$ cat config.mk
export PLATFORM = sky130hd
export DESIGN_NAME = i2c_evt_flags
export DESIGN_NICKNAME = d
export VERILOG_FILES = /design/src/rtl/i2c_evt_pkg.sv /design/src/rtl/i2c_seq_flag.sv /design/src/rtl/i2c_err_flags.sv /design/src/rtl/i2c_evt_flags.sv
export SDC_FILE = /design/constraint.sdc
export NUM_CORES = 1
export LEC_CHECK = 0
export ABC_AREA = 1
export BUFFER_PORTS_ARGS = -buffer_cell sky130_fd_sc_hd__clkbuf_2
export CORE_MARGIN = 2
export CORE_UTILIZATION = 40
export CTS_BUF_LIST = sky130_fd_sc_hd__clkbuf_16
export CTS_CLUSTER_SIZE = 10
export DETAILED_ROUTE_END_ITERATION = 8
export GPL_ROUTABILITY_DRIVEN = 0
export PLACE_DENSITY = 0.8
export SYNTH_ARGS = -nofsm -noshare
export SYNTH_HDL_FRONTEND = slang
export SYNTH_SLANG_ARGS = --single-unit
export TNS_END_PERCENT = 50
$ cat constraint.sdc
create_clock -name clk -period 1.2 [get_ports clk]
set_input_delay 0.12 -clock clk [delete_from_list [all_inputs] [get_ports clk]]
set_output_delay 0.12 -clock clk [all_outputs]
set_load 0.02 [all_outputs]
$ cat src/rtl/i2c_evt_pkg.sv
package i2c_evt_pkg;

    typedef enum logic [1:0] {
        SEQ_CLEAR = 2'd0,
        SEQ_SET   = 2'd1,
        SEQ_ARMED = 2'd2
    } seq_state_t;

    // status word bit positions (software decodes these)
    localparam int B_SB    = 0;
    localparam int B_ADDR  = 1;
    localparam int B_BTF   = 2;
    localparam int B_HDR   = 3;
    localparam int B_STOP  = 4;
    localparam int B_FULL  = 6;
    localparam int B_EMPTY = 7;
    localparam int B_ERR0  = 8;

    // indices into the two-step flag array
    localparam int SQ_SB   = 0;
    localparam int SQ_ADDR = 1;
    localparam int SQ_BTF  = 2;
    localparam int SQ_HDR  = 3;
    localparam int SQ_STOP = 4;
    localparam int N_SEQ   = 5;

    // indices into the write-zero error array
    localparam int ER_BUS  = 0;
    localparam int ER_ARB  = 1;
    localparam int ER_ACK  = 2;
    localparam int ER_OVR  = 3;
    localparam int N_ERR   = 4;

endpackage

$ cat src/rtl/i2c_seq_flag.sv
module i2c_seq_flag
    import i2c_evt_pkg::*;
(
    input  logic clk,
    input  logic rst_n,
    input  logic kill,
    input  logic set_ev,
    input  logic arm,
    input  logic second,
    input  logic hw_clr,
    output logic flag
);

    seq_state_t st_q, st_d;

    always_ff @(posedge clk or negedge rst_n) begin
        if (!rst_n) st_q <= SEQ_CLEAR;
        else        st_q <= st_d;
    end

    always_comb begin
        st_d = st_q;
        if (kill) begin
            st_d = SEQ_CLEAR;                                 // go_kill
        end else begin
            unique case (st_q)
                SEQ_CLEAR: if (set_ev) st_d = SEQ_SET;        // go_set
                SEQ_SET: begin
                    if (set_ev)      st_d = arm ? SEQ_ARMED : SEQ_SET;
                    else if (hw_clr) st_d = SEQ_CLEAR;        // go_hwclr
                    else if (arm)    st_d = SEQ_ARMED;        // go_arm
                end
                SEQ_ARMED: begin
                    if (set_ev)                st_d = second ? SEQ_SET : SEQ_ARMED; // go_rearm
                    else if (hw_clr || second) st_d = SEQ_CLEAR; // go_hwclr / go_done
                end
                default: st_d = SEQ_CLEAR;
            endcase
        end
    end

    always_comb begin
        flag = (st_q != SEQ_CLEAR);
    end

    assert_set_wins_R13: assert property (@(posedge clk) disable iff (!rst_n)
        (set_ev && !kill) |=> flag);

    assert_unarmed_holds_R12: assert property (@(posedge clk) disable iff (!rst_n)
        (st_q == SEQ_SET && !set_ev && !hw_clr && !arm && !kill) |=> (flag && st_q == SEQ_SET));

    assert_armed_clears_R12: assert property (@(posedge clk) disable iff (!rst_n)
        (st_q == SEQ_ARMED && second && !set_ev && !kill) |=> !flag);

endmodule

$ cat src/rtl/i2c_err_flags.sv
module i2c_err_flags #(
    parameter int N = 4
) (
    input  logic         clk,
    input  logic         rst_n,
    input  logic         kill,
    input  logic [N-1:0] set_ev,
    input  logic         wr,
    input  logic [N-1:0] wbits,
    output logic [N-1:0] flags
);

    for (genvar i = 0; i < N; i++) begin : g_err
        logic q;
        always_ff @(posedge clk or negedge rst_n) begin
            if (!rst_n)         q <= 1'b0;
            else if (kill)      q <= 1'b0;
            else if (set_ev[i]) q <= 1'b1;
            else if (wr && !wbits[i]) q <= 1'b0;
        end
        assign flags[i] = q;

        assert_err_sticky_R2: assert property (@(posedge clk) disable iff (!rst_n)
            (flags[i] && !(wr && !wbits[i]) && !kill) |=> flags[i]);

        assert_err_wclr_R2: assert property (@(posedge clk) disable iff (!rst_n)
            (wr && !wbits[i] && !set_ev[i] && !kill) |=> !flags[i]);
    end

endmodule

$ cat src/rtl/i2c_evt_flags.sv
module i2c_evt_flags
    import i2c_evt_pkg::*;
#(
    parameter int REG_W = 16
) (
    input  logic             clk,
    input  logic             rst_n,
    input  logic             pe_en,
    input  logic             no_stretch,
    input  logic             tx_mode,
    input  logic             ten_bit_master,
    input  logic             ev_start,
    input  logic             ev_stop,
    input  logic             ev_addr,
    input  logic             ev_addr_ack2,
    input  logic             ev_hdr10,
    input  logic             ev_byte_done,
    input  logic             ev_ack_fail,
    input  logic             ev_arb_lost,
    input  logic             ev_bus_err,
    input  logic             ev_ovr,
    input  logic             rd_sr1,
    input  logic             rd_sr2,
    input  logic             rd_dr,
    input  logic             wr_dr,
    input  logic             wr_cr1,
    input  logic             wr_sr1,
    input  logic [REG_W-1:0] wdata,
    output logic [REG_W-1:0] sr1,
    output logic             dr_empty,
    output logic             dr_full,
    output logic             byte_hold
);

    localparam int ERR_HI = B_ERR0 + N_ERR - 1;

    logic kill;
    logic empty_q, full_q;
    logic [N_SEQ-1:0] sq_set, sq_second, sq_hwclr, sq_flag;
    logic [N_ERR-1:0] er_set, er_flag;
    logic wdata_unused;

    assign kill = !pe_en;
    assign wdata_unused = ^{wdata[REG_W-1:ERR_HI+1], wdata[B_ERR0-1:0]};

    // data register empty / full
    always_ff @(posedge clk or negedge rst_n) begin
        if (!rst_n) begin
            empty_q <= 1'b0;
            full_q  <= 1'b0;
        end else if (kill) begin
            empty_q <= 1'b0;
            full_q  <= 1'b0;
        end else begin
            if (ev_byte_done && tx_mode)           empty_q <= 1'b1;
            else if (wr_dr || ev_start || ev_stop) empty_q <= 1'b0;
            if (ev_byte_done && !tx_mode)          full_q <= 1'b1;
            else if (rd_dr || wr_dr)               full_q <= 1'b0;
        end
    end

    // two-step flag event routing
    always_comb begin
        sq_set    = '0;
        sq_second = '0;
        sq_hwclr  = '0;
        sq_set[SQ_SB]      = ev_start;
        sq_second[SQ_SB]   = wr_dr;
        sq_set[SQ_ADDR]    = ten_bit_master ? ev_addr_ack2 : ev_addr;
        sq_second[SQ_ADDR] = rd_sr2;
        sq_set[SQ_BTF]     = ev_byte_done && !no_stretch && (tx_mode ? empty_q : full_q);
        sq_second[SQ_BTF]  = rd_dr || wr_dr;
        sq_hwclr[SQ_BTF]   = ev_start || ev_stop;
        sq_set[SQ_HDR]     = ev_hdr10;
        sq_second[SQ_HDR]  = wr_dr;
        sq_set[SQ_STOP]    = ev_stop;
        sq_second[SQ_STOP] = wr_cr1;
    end

    for (genvar k = 0; k < N_SEQ; k++) begin : g_seq
        i2c_seq_flag u_seq (
            .clk    (clk),
            .rst_n  (rst_n),
            .kill   (kill),
            .set_ev (sq_set[k]),
            .arm    (rd_sr1),
            .second (sq_second[k]),
            .hw_clr (sq_hwclr[k]),
            .flag   (sq_flag[k])
        );
    end

    always_comb begin
        er_set = '0;
        er_set[ER_BUS] = ev_bus_err;
        er_set[ER_ARB] = ev_arb_lost;
        er_set[ER_ACK] = ev_ack_fail;
        er_set[ER_OVR] = ev_ovr;
    end

    i2c_err_flags #(.N(N_ERR)) u_err (
        .clk    (clk),
        .rst_n  (rst_n),
        .kill   (kill),
        .set_ev (er_set),
        .wr     (wr_sr1),
        .wbits  (wdata[ERR_HI:B_ERR0]),
        .flags  (er_flag)
    );

    // status word assembly; unlisted bits read 0
    always_comb begin
        sr1 = '0;
        sr1[B_SB]    = sq_flag[SQ_SB];
        sr1[B_ADDR]  = sq_flag[SQ_ADDR];
        sr1[B_BTF]   = sq_flag[SQ_BTF];
        sr1[B_HDR]   = sq_flag[SQ_HDR];
        sr1[B_STOP]  = sq_flag[SQ_STOP];
        sr1[B_FULL]  = full_q;
        sr1[B_EMPTY] = empty_q;
        sr1[ERR_HI:B_ERR0] = er_flag;
        dr_empty  = empty_q;
        dr_full   = full_q;
        byte_hold = sq_flag[SQ_BTF];
    end

    assert_disable_clears_R1: assert property (@(posedge clk) disable iff (!rst_n)
        !pe_en |=> (sr1 == '0));

    assert_tx_empty_R3: assert property (@(posedge clk) disable iff (!rst_n)
        (pe_en && ev_byte_done && tx_mode) |=> dr_empty);

    assert_rx_full_R4: assert property (@(posedge clk) disable iff (!rst_n)
        (pe_en && ev_byte_done && !tx_mode) |=> dr_full);

    assert_no_stretch_R5: assert property (@(posedge clk) disable iff (!rst_n)
        (no_stretch && !byte_hold) |=> !byte_hold);

endmodule

# Word level (Yosys, flattened, before mapping)
# Cells that the tools add are included.
[totals] latch_bits=0 n_memories=0 wordCells=132 ram_bits=0 register_bits=16 in_bits=38 romBits=0 output_inout_bits=19
[classes] n_reduce_logical=34 n_mul=0 div=0 n_bitwise=0 n_eq_ne=31 n_lt_le_gt_ge=0 mux=56 add_sub_neg=0 n_shift=0
[op_table] op="two-way mux 2 bit" count=31
[op_table] op="case mux 2 bit (3 select lines)" count=5
[op_table] op="!= test 4 bit (second input constant)" count=6
[op_table] op="two-way mux 1 bit" count=20
[op_table] op="!= test 3 x 1 -> 1 bit (second input constant)" count=6
[op_table] op="AND reduction 3 bit" count=5
[op_table] op="== test 2 x 1 -> 1 bit (second input constant)" count=5
[op_table] op="== test 2 bit (second input constant)" count=5
[op_table] op="zero test 2 bit" count=5
[op_table] op="nonzero test 2 bit" count=5
[op_table] op="!= test 3 bit (second input constant)" count=3
[op_table] op="logical AND 1 bit" count=8
[op_table] op="!= test 4 x 3 -> 1 bit (second input constant)" count=2
[op_table] op="zero test 1 bit" count=6
[op_table] op="!= test 3 x 2 -> 1 bit (second input constant)" count=2
[op_table] op="logical OR 1 bit" count=5
[op_table] op="!= test 5 x 3 -> 1 bit (second input constant)" count=1
[op_table] op="!= test 4 x 2 -> 1 bit (second input constant)" count=1

# Longest topological paths before layout
# Gate-level depths: netlist (run 1).
[logic_depth] ltp_word=6 ltp_mapped=8 mapped_depth_nobuf=8

# Cells and area by module
# From an unflattened synthesis (run 1), not the netlist that was laid out.
[unflattened] hier_cells=230 area_unflattened_um2=1403.8
[modules_own_cells] module="i2c_seq_flag" area_each_um2=192.7 cells_each=33 n_inst=5
[modules_own_cells] module="i2c_err_flags" area_each_um2=229.0 cells_each=33 n_inst=1
[modules_own_cells] module="i2c_evt_flags" area_each_um2=211.5 cells_each=32 n_inst=1

# Least setup slack after synthesis (run 1)
# No wires, ideal clock.
[synth_timing] path_kind="flip-flop to flip-flop" start="register full_q (netlist: dr_full)" end="register g_seq[2].u_seq.st_q[0]" t_arrival_ps=1069 setup_time_ps=65 path_stages_with_launch=7 setup_slack_ps=66 required_ps=1135 period_less_slack_ps=1134 path_cell_list="dfrtp_1 inv_1 o21ai_2 nand2_1 a21oi_1 nand2_1 nand2_1"
[synth_between] elab_chain_cells=5
[synth_lines] element="start, declared" line="i2c_evt_flags.sv:38" text="logic empty_q, full_q;"
[synth_lines] element="start signal, assigned" line="i2c_evt_flags.sv:50" text="full_q <= 1'b0;"
[synth_lines] element="start signal, assigned" line="i2c_evt_flags.sv:53" text="full_q <= 1'b0;"
[synth_lines] element="start signal, assigned" line="i2c_evt_flags.sv:57" text="if (ev_byte_done && !tx_mode) full_q <= 1'b1;"
[synth_lines] element="two-way mux 1 bit (*)" line="i2c_evt_flags.sv:71" text="sq_set[SQ_BTF] = ev_byte_done && !no_stretch && (tx_mode ? empty_q : full_q);"
[synth_lines] element="logical AND 1 bit (*)" line="i2c_evt_flags.sv:71"
[synth_lines] element="two-way mux 2 bit, on equally long branches" line="i2c_seq_flag.sv:34, i2c_seq_flag.sv:29"
[synth_lines] element="case mux 2 bit (3 select lines)" line="i2c_seq_flag.sv:26" text="unique case (st_q)"
[synth_lines] element="two-way mux 2 bit" line="i2c_seq_flag.sv:23" text="if (kill) begin"
[synth_lines] element="end signal, assigned" line="i2c_seq_flag.sv:18" text="else st_q <= st_d;"
[synth_lines] element="end, declared" line="i2c_seq_flag.sv:14" text="seq_state_t st_q, st_d;"
# Mark *: on every way between the ends. The rest lies on a longest branch, timed or not.
# A chain may end at the register's enable or synchronous reset.

# Final worst setup path (run 1)
[layout_timing] start="register g_seq[1].u_seq.st_q[1]" end="output sr1[1]"
[layout_between] elab_chain_cells=1
[layout_lines] element="start, declared" line="i2c_seq_flag.sv:14"
[layout_lines] element="start signal, assigned" line="i2c_seq_flag.sv:18"
[layout_lines] element="nonzero test 2 bit" line="i2c_seq_flag.sv:43" text="flag = (st_q != SEQ_CLEAR);"
[layout_lines] element="end, declared" line="i2c_evt_flags.sv:29" text="output logic [REG_W-1:0] sr1,"
# Every way passes these cells.

==> results.cfg, run 1 <==
[global_routing]
met2_usage_pct = 29.53
use_met3_pct = 2.637
grt_pass1_wl_um = 4395
grt_pass1_vias = 1112
grtUsageMet1_pct = 19.81
gr-usage-all-layers_pct = 16.63
antenna_found_initial = 0
globalRoute.busiestLayer = met2
grt_start_max_net_pins = 17
overflow = 0

[place]
dp.cells = 235
place_area_mm2 = 0.001314
io_buffers = 39
place_hpwl_um = 2030
pre_cts_ws_ns = 0.07788

[outcome]
violations = design-rule violations
status = complete, but fails checks

[setup_path]
critPathKind = register to primary output
worstRegToRegCells = 8
path_max_fanout = 4
critPathArrivalTime_ns = 1.07
rr_startpoint = dr_full
cp-end-kind = primary output
worst-r2r-setup-slack_ns = 0.03
required_ns = 1.08
regToRegEndpoint = g_seq[2].u_seq.st_q[1]
cp-start-kind = register

[synth]
synth.top_cells.by_count = nand2_1 (41), inv_1 (31), buf_4 (17)
synth_seq_area_share_pct = 33.47
ys_seq_elements = 16
synth_area_leader_cell = dfrtp_1
synthArstFlopShare_pct = 100.0
synth_cell_type_count = 22
synth_edf_count = 0
synthCells = 178
synth_ff_type = dfrtp_1
ys_warn_count = 0
yosysMostFrequentCell = nand2_1
yosysTopAreaCellShare_pct = 33.47
avgSynthCellArea_um2 = 6.720
synth_area_mm2 = 0.001196
synth_area_leaders = dfrtp_1 (33%), nand2_1 (13%), buf_4 (11%)

[sta]
final-max-slew-violation-count = 0
clock.fmax_mhz = 840.6
fin_skew_ns = 0.003081
rsz0062_at_grt = yes
finalSetupViolCount = 0
hold_viol_final = 0
setup_slack_ns = 0.01042
holdWs_ns = 0.07858
min_period_over_period_pct = 99.13
period_minus_slack_ns = 1.190

[power_and_ir_drop]
switching_share_pct = 36.67
leakage_nw = 0.8283
irDropWorstVdd_mv = 0.6847
clockPowerShare_pct = 30.5
internal-power_w = 0.001372
p_comb_share_pct = 37.0
power.switching_w = 0.0007947
seq_power_share_pct = 32.5
power_w = 0.002167
power.density_mw_per_mm2 = 1462

[cts]
cts_root_buf = clkbuf_16
path_clk_slew_ns = 0.05
cts_tree = built
cts_sinks = 16
htree_levels = 1
cts_buffer_depth = 2
insertion_delay_ns = 0.25
cts_buffers = 3

[die]
dieArea_mm2 = 0.003444
num_io_pins = 57
core_area_mm2 = 0.002805
dieWidth_um = 58.69
initial_utilization_pct = 42.64
die_h_um = 58.69
rows = 19

[flow_run]
max-cap-violations = 0

[detailed_routing]
ant_nets = 0
wl_per_cell_um = 11.55
drc_errors = 4
vias_per_cell = 5.025
num_vias = 1226
dr.pass1.iters = 6
drt_wl_total_um = 2818
drt_iter0_drc = 37

[worst_hold_path]
hold_end = u_err.g_err[0].q
min_path_cells = 3
min_path_type = input pin to register
hp-start = ev_bus_err

[finish]
nNetsFinal = 252
diodes = 0
fin_cells = 244
fillers = 286
area.growth.synth_to_final_pct = 23.95
layout-drive-gt1-share_pct = 33.33
fin_area_mm2 = 0.001483
## power by group through the flow
stage,logic (W),clock network (W),registers (W)
3_5_place_dp,0.000699,0,0.000704
4_1_cts,0.000732,0.000675,0.000686
3_3_place_gp,0.000681,0,0.000703
5_1_grt,0.000897,0.000692,0.000714
6_report,0.000802,0.000661,0.000704
2_1_floorplan,0.000601,0,0.000689
## worst max path at each step
stage                                       from                     end  slack, ns  cells after the start
after global routing                     dr_full  g_seq[2].u_seq.st_q[1]      -0.07                      8
after detailed placement  g_seq[1].u_seq.st_q[0]  g_seq[1].u_seq.st_q[0]       0.08                      5
final                     g_seq[1].u_seq.st_q[1]                  sr1[1]       0.01                      2
after global placement                   dr_full  g_seq[2].u_seq.st_q[1]       0.09                      6
after floorplan                          dr_full  g_seq[2].u_seq.st_q[0]       0.07                      6
after CTS                 g_seq[1].u_seq.st_q[1]                  sr1[1]      0.007                      2
## state kept, by name, indices dropped and copies added (netlist names)
register,count
dr_full,1
g_seq.u_seq.st_q,10
dr_empty,1
u_err.g_err.q,4
## routing by layer
metal	vias up	wire [um]
met5	-	0
met3	5	150
li1	617	-
met1	572	1182
met4	0	42
met2	32	1443
## cells by family after synthesis
logic type      synth area share, %
buf+inv                       21.65
flops                         33.47
other cells                  0.3135
simple gates                  28.87
compound gates                15.69
## cell type report
type	instances	area, um^2	share of cell area, %
Clock buffer	3	75.07	5.063
Tap cell	31	38.79	2.616
Clock inverter	1	3.754	0.2532
Multi-Input combinational cell	116	595.6	40.17
Inverter	32	120.1	8.101
Sequential cell	16	401.6	27.09
Timing Repair Buffer	45	247.7	16.71
## layout by cell type, fill, tap and decap left out, types with 6 or more instances in the layout
cell      Yosys  layout
nor2_1       12      10
buf_4        17       7
clkbuf_2      0      37
inv_1        31      27
a21oi_1      13      12
nand2_1      41      39
o21ai_0      10      10
dfrtp_1      16      15
nand3_1      14      10
nand3_2       2       6
## worst max-delay path, cell delays in order, from the launching register on
cell      delay [ns]
dfrtp_1         0.40
or2_1           0.25
clkbuf_2        0.16
## what timing repair did
item                       CTS  global route
pin swaps                    0             3
gates cloned                 0             0
hold buffers                 1             0
setup endpoints to repair    1             9
hold endpoints to repair    16             0
resized for setup            0            20
buffers inserted             1             3
## per-stage QoR
stage                     setup TNS, ns  utilization, %
after floorplan                       0               -
after global placement                0           46.83
after detailed placement              0           46.83
after CTS                             0           50.27
after global routing            -0.1346           52.85
final                                 0           52.85
Power figures use the tool's default switching activity.
==> inputs of run 2 (changes only) <==
--- a/config.mk
+++ b/config.mk
@@ -8,12 +8,12 @@
 export ABC_AREA = 1
 export BUFFER_PORTS_ARGS = -buffer_cell sky130_fd_sc_hd__clkbuf_2
 export CORE_MARGIN = 2
-export CORE_UTILIZATION = 40
+export CORE_UTILIZATION = 46
 export CTS_BUF_LIST = sky130_fd_sc_hd__clkbuf_16
 export CTS_CLUSTER_SIZE = 10
 export DETAILED_ROUTE_END_ITERATION = 8
 export GPL_ROUTABILITY_DRIVEN = 0
-export PLACE_DENSITY = 0.8
+export PLACE_DENSITY = 0.88
 export SYNTH_ARGS = -nofsm -noshare
 export SYNTH_HDL_FRONTEND = slang
 export SYNTH_SLANG_ARGS = --single-unit
==> run 2 against run 1 <==
  * The flow now finishes without violations
  * Routed wire length is 9.2% lower
  * Utilization is 6.5 points higher
  * Die area is 12% lower
  * Setup slack better by 0.0073 ns
  * Design area is 0.76% lower
  * Hold slack better by 0.0099 ns
  * Via count is 3.9% lower
  * Sequential share of layout area is 0.21 points higher
  * Sequential power is 0.6% lower
  * Critical path type unchanged
  * Largest cell class unchanged
  * Largest power group unchanged
  * Highest routed layer unchanged
==> results.cfg, run 2 (synthesized netlist as in run 1, its figures left out) <==
[die]
core_area_mm2 = 0.002477
die_h_um = 55.00
dieWidth_um = 55.00
dieArea_mm2 = 0.003024
rows = 18
num_io_pins = 57
initial_utilization_pct = 48.28

[setup_path]
cp-end-kind = primary output
worst-r2r-setup-slack_ns = 0.07
regToRegEndpoint = g_seq[1].u_seq.st_q[0]
critPathArrivalTime_ns = 1.06
cp-start-kind = register
worstRegToRegCells = 6
path_max_fanout = 4
rr_startpoint = g_seq[1].u_seq.st_q[0]
required_ns = 1.08
critPathKind = register to primary output

[worst_hold_path]
min_path_cells = 3
hold_end = u_err.g_err[3].q
hp-start = ev_ovr
min_path_type = input pin to register

[finish]
largest_reg_flops = 10
nNetsFinal = 251
final_cell_mix = nand2_1 (37), clkbuf_2 (37), inv_1 (29)
largest-register = g_seq.u_seq.st_q
reg_top3 = g_seq.u_seq.st_q: 10 flops, u_err.g_err.q: 4 flops
fillers = 241
multi_input_area_um2 = 596.8
final-seq-area_um2 = 401.6
layout-drive-gt1-share_pct = 32.23
diodes = 0
area.growth.synth_to_final_pct = 23.01
fin_cells = 241

[cts]
cts_tree = built
cts_sinks = 16
htree_levels = 1
path_clk_slew_ns = 0.04
cts_buffer_depth = 2
insertion_delay_ns = 0.25
cts_root_buf = clkbuf_16
cts_buffers = 3

[detailed_routing]
ant_nets = 0
drt_wl_total_um = 2560
drc_errors = 0
drt_iter0_drc = 24
dr.pass1.iters = 4
num_vias = 1178
vias_per_cell = 4.888
wl_per_cell_um = 10.62

[global_routing]
grt_pass1_vias = 1087
antenna_found_initial = 0
grt_start_max_net_pins = 17
overflow = 0
grt_pass1_wl_um = 4450
gr-usage-all-layers_pct = 20.24

[outcome]
status = complete, no violations

[power_and_ir_drop]
irDropWorstVdd_mv = 0.8783
power_w = 0.002121
power.density_mw_per_mm2 = 1441
leakage_nw = 0.8194

[sta]
period_minus_slack_ns = 1.182
clock.fmax_mhz = 845.9
holdWs_ns = 0.08849
finalSetupViolCount = 0
final-max-slew-violation-count = 0
tns_ns = 0
min_period_over_period_pct = 98.52
hold_viol_final = 0
rsz0062_at_grt = yes
fin_skew_ns = 0.002926

[place]
io_buffers = 39
dp.cells = 234
place_hpwl_um = 1969

[flow_run]
max-cap-violations = 0
==> run 2: changes by cell type in the layout (fill, tap and decap cells not counted), sizes merged <==
cell | before | now
buf | 7 | 6
clkinv | 1 | 0
==> run 2: report_power, final <==
group | total, W | internal, W | switching (W)
registers | 0.000700 | 0.000619 | 0.0000804
clock network | 0.000631 | 0.000436 | 0.000195
logic | 0.000790 | 0.000309 | 0.000481
total | 0.00212 | 0.00136 | 0.000756
==> run 2: routing by layer <==
layer	global-route usage (%)	vias up	part of all wire [%]
met4	6.911	0	0.82
li1	-	611	-
met3	4.301	2	5.8
met1	24.21	535	45
met5	0	-	0
met2	35.71	30	49
==> run 2: critical path: stages (launching register included) <==
cell      delay, ns
dfrtp_1        0.41
or2_1          0.25
clkbuf_2       0.16
==> run 2: area by class of cell <==
type / instances / area share (%)
Inverter: 32 / 8.163
Sequential cell: 16 / 27.30
Tap cell: 30 / 2.551
Clock buffer: 3 / 5.102
Timing Repair Buffer: 44 / 16.33
Multi-Input combinational cell: 116 / 40.56
==> run 2: through the flow <==
stage	utilization [%]	worst slack [ns]	area [um^2]
finish	59.39	0.01776	1471
global route	59.39	-0.01660	1471
CTS	57.02	0.005059	1413
detailed placement	52.98	0.04927	1313
global placement	52.98	0.09499	1313
floorplan	-	0.06631	1211
==> run 2: worst max path at each step <==
stage,slack [ns],start,end
global placement,0.09,dr_full,g_seq[2].u_seq.st_q[1]
CTS,0.005,g_seq[2].u_seq.st_q[0],byte_hold
detailed placement,0.05,dr_full,g_seq[2].u_seq.st_q[0]
finish,0.02,g_seq[1].u_seq.st_q[1],sr1[1]
global route,-0.02,g_seq[1].u_seq.st_q[1],sr1[1]
floorplan,0.07,dr_full,g_seq[2].u_seq.st_q[0]
==> run 2: what timing repair did <==
item | CTS | global route
gates resized for setup | 0 | 19
hold buffers | 1 | 0
endpoints found under the setup margin | 1 | 9
pin swaps | 0 | 1
setup buffers | 2 | 1
hold endpoints to repair | 16 | 0
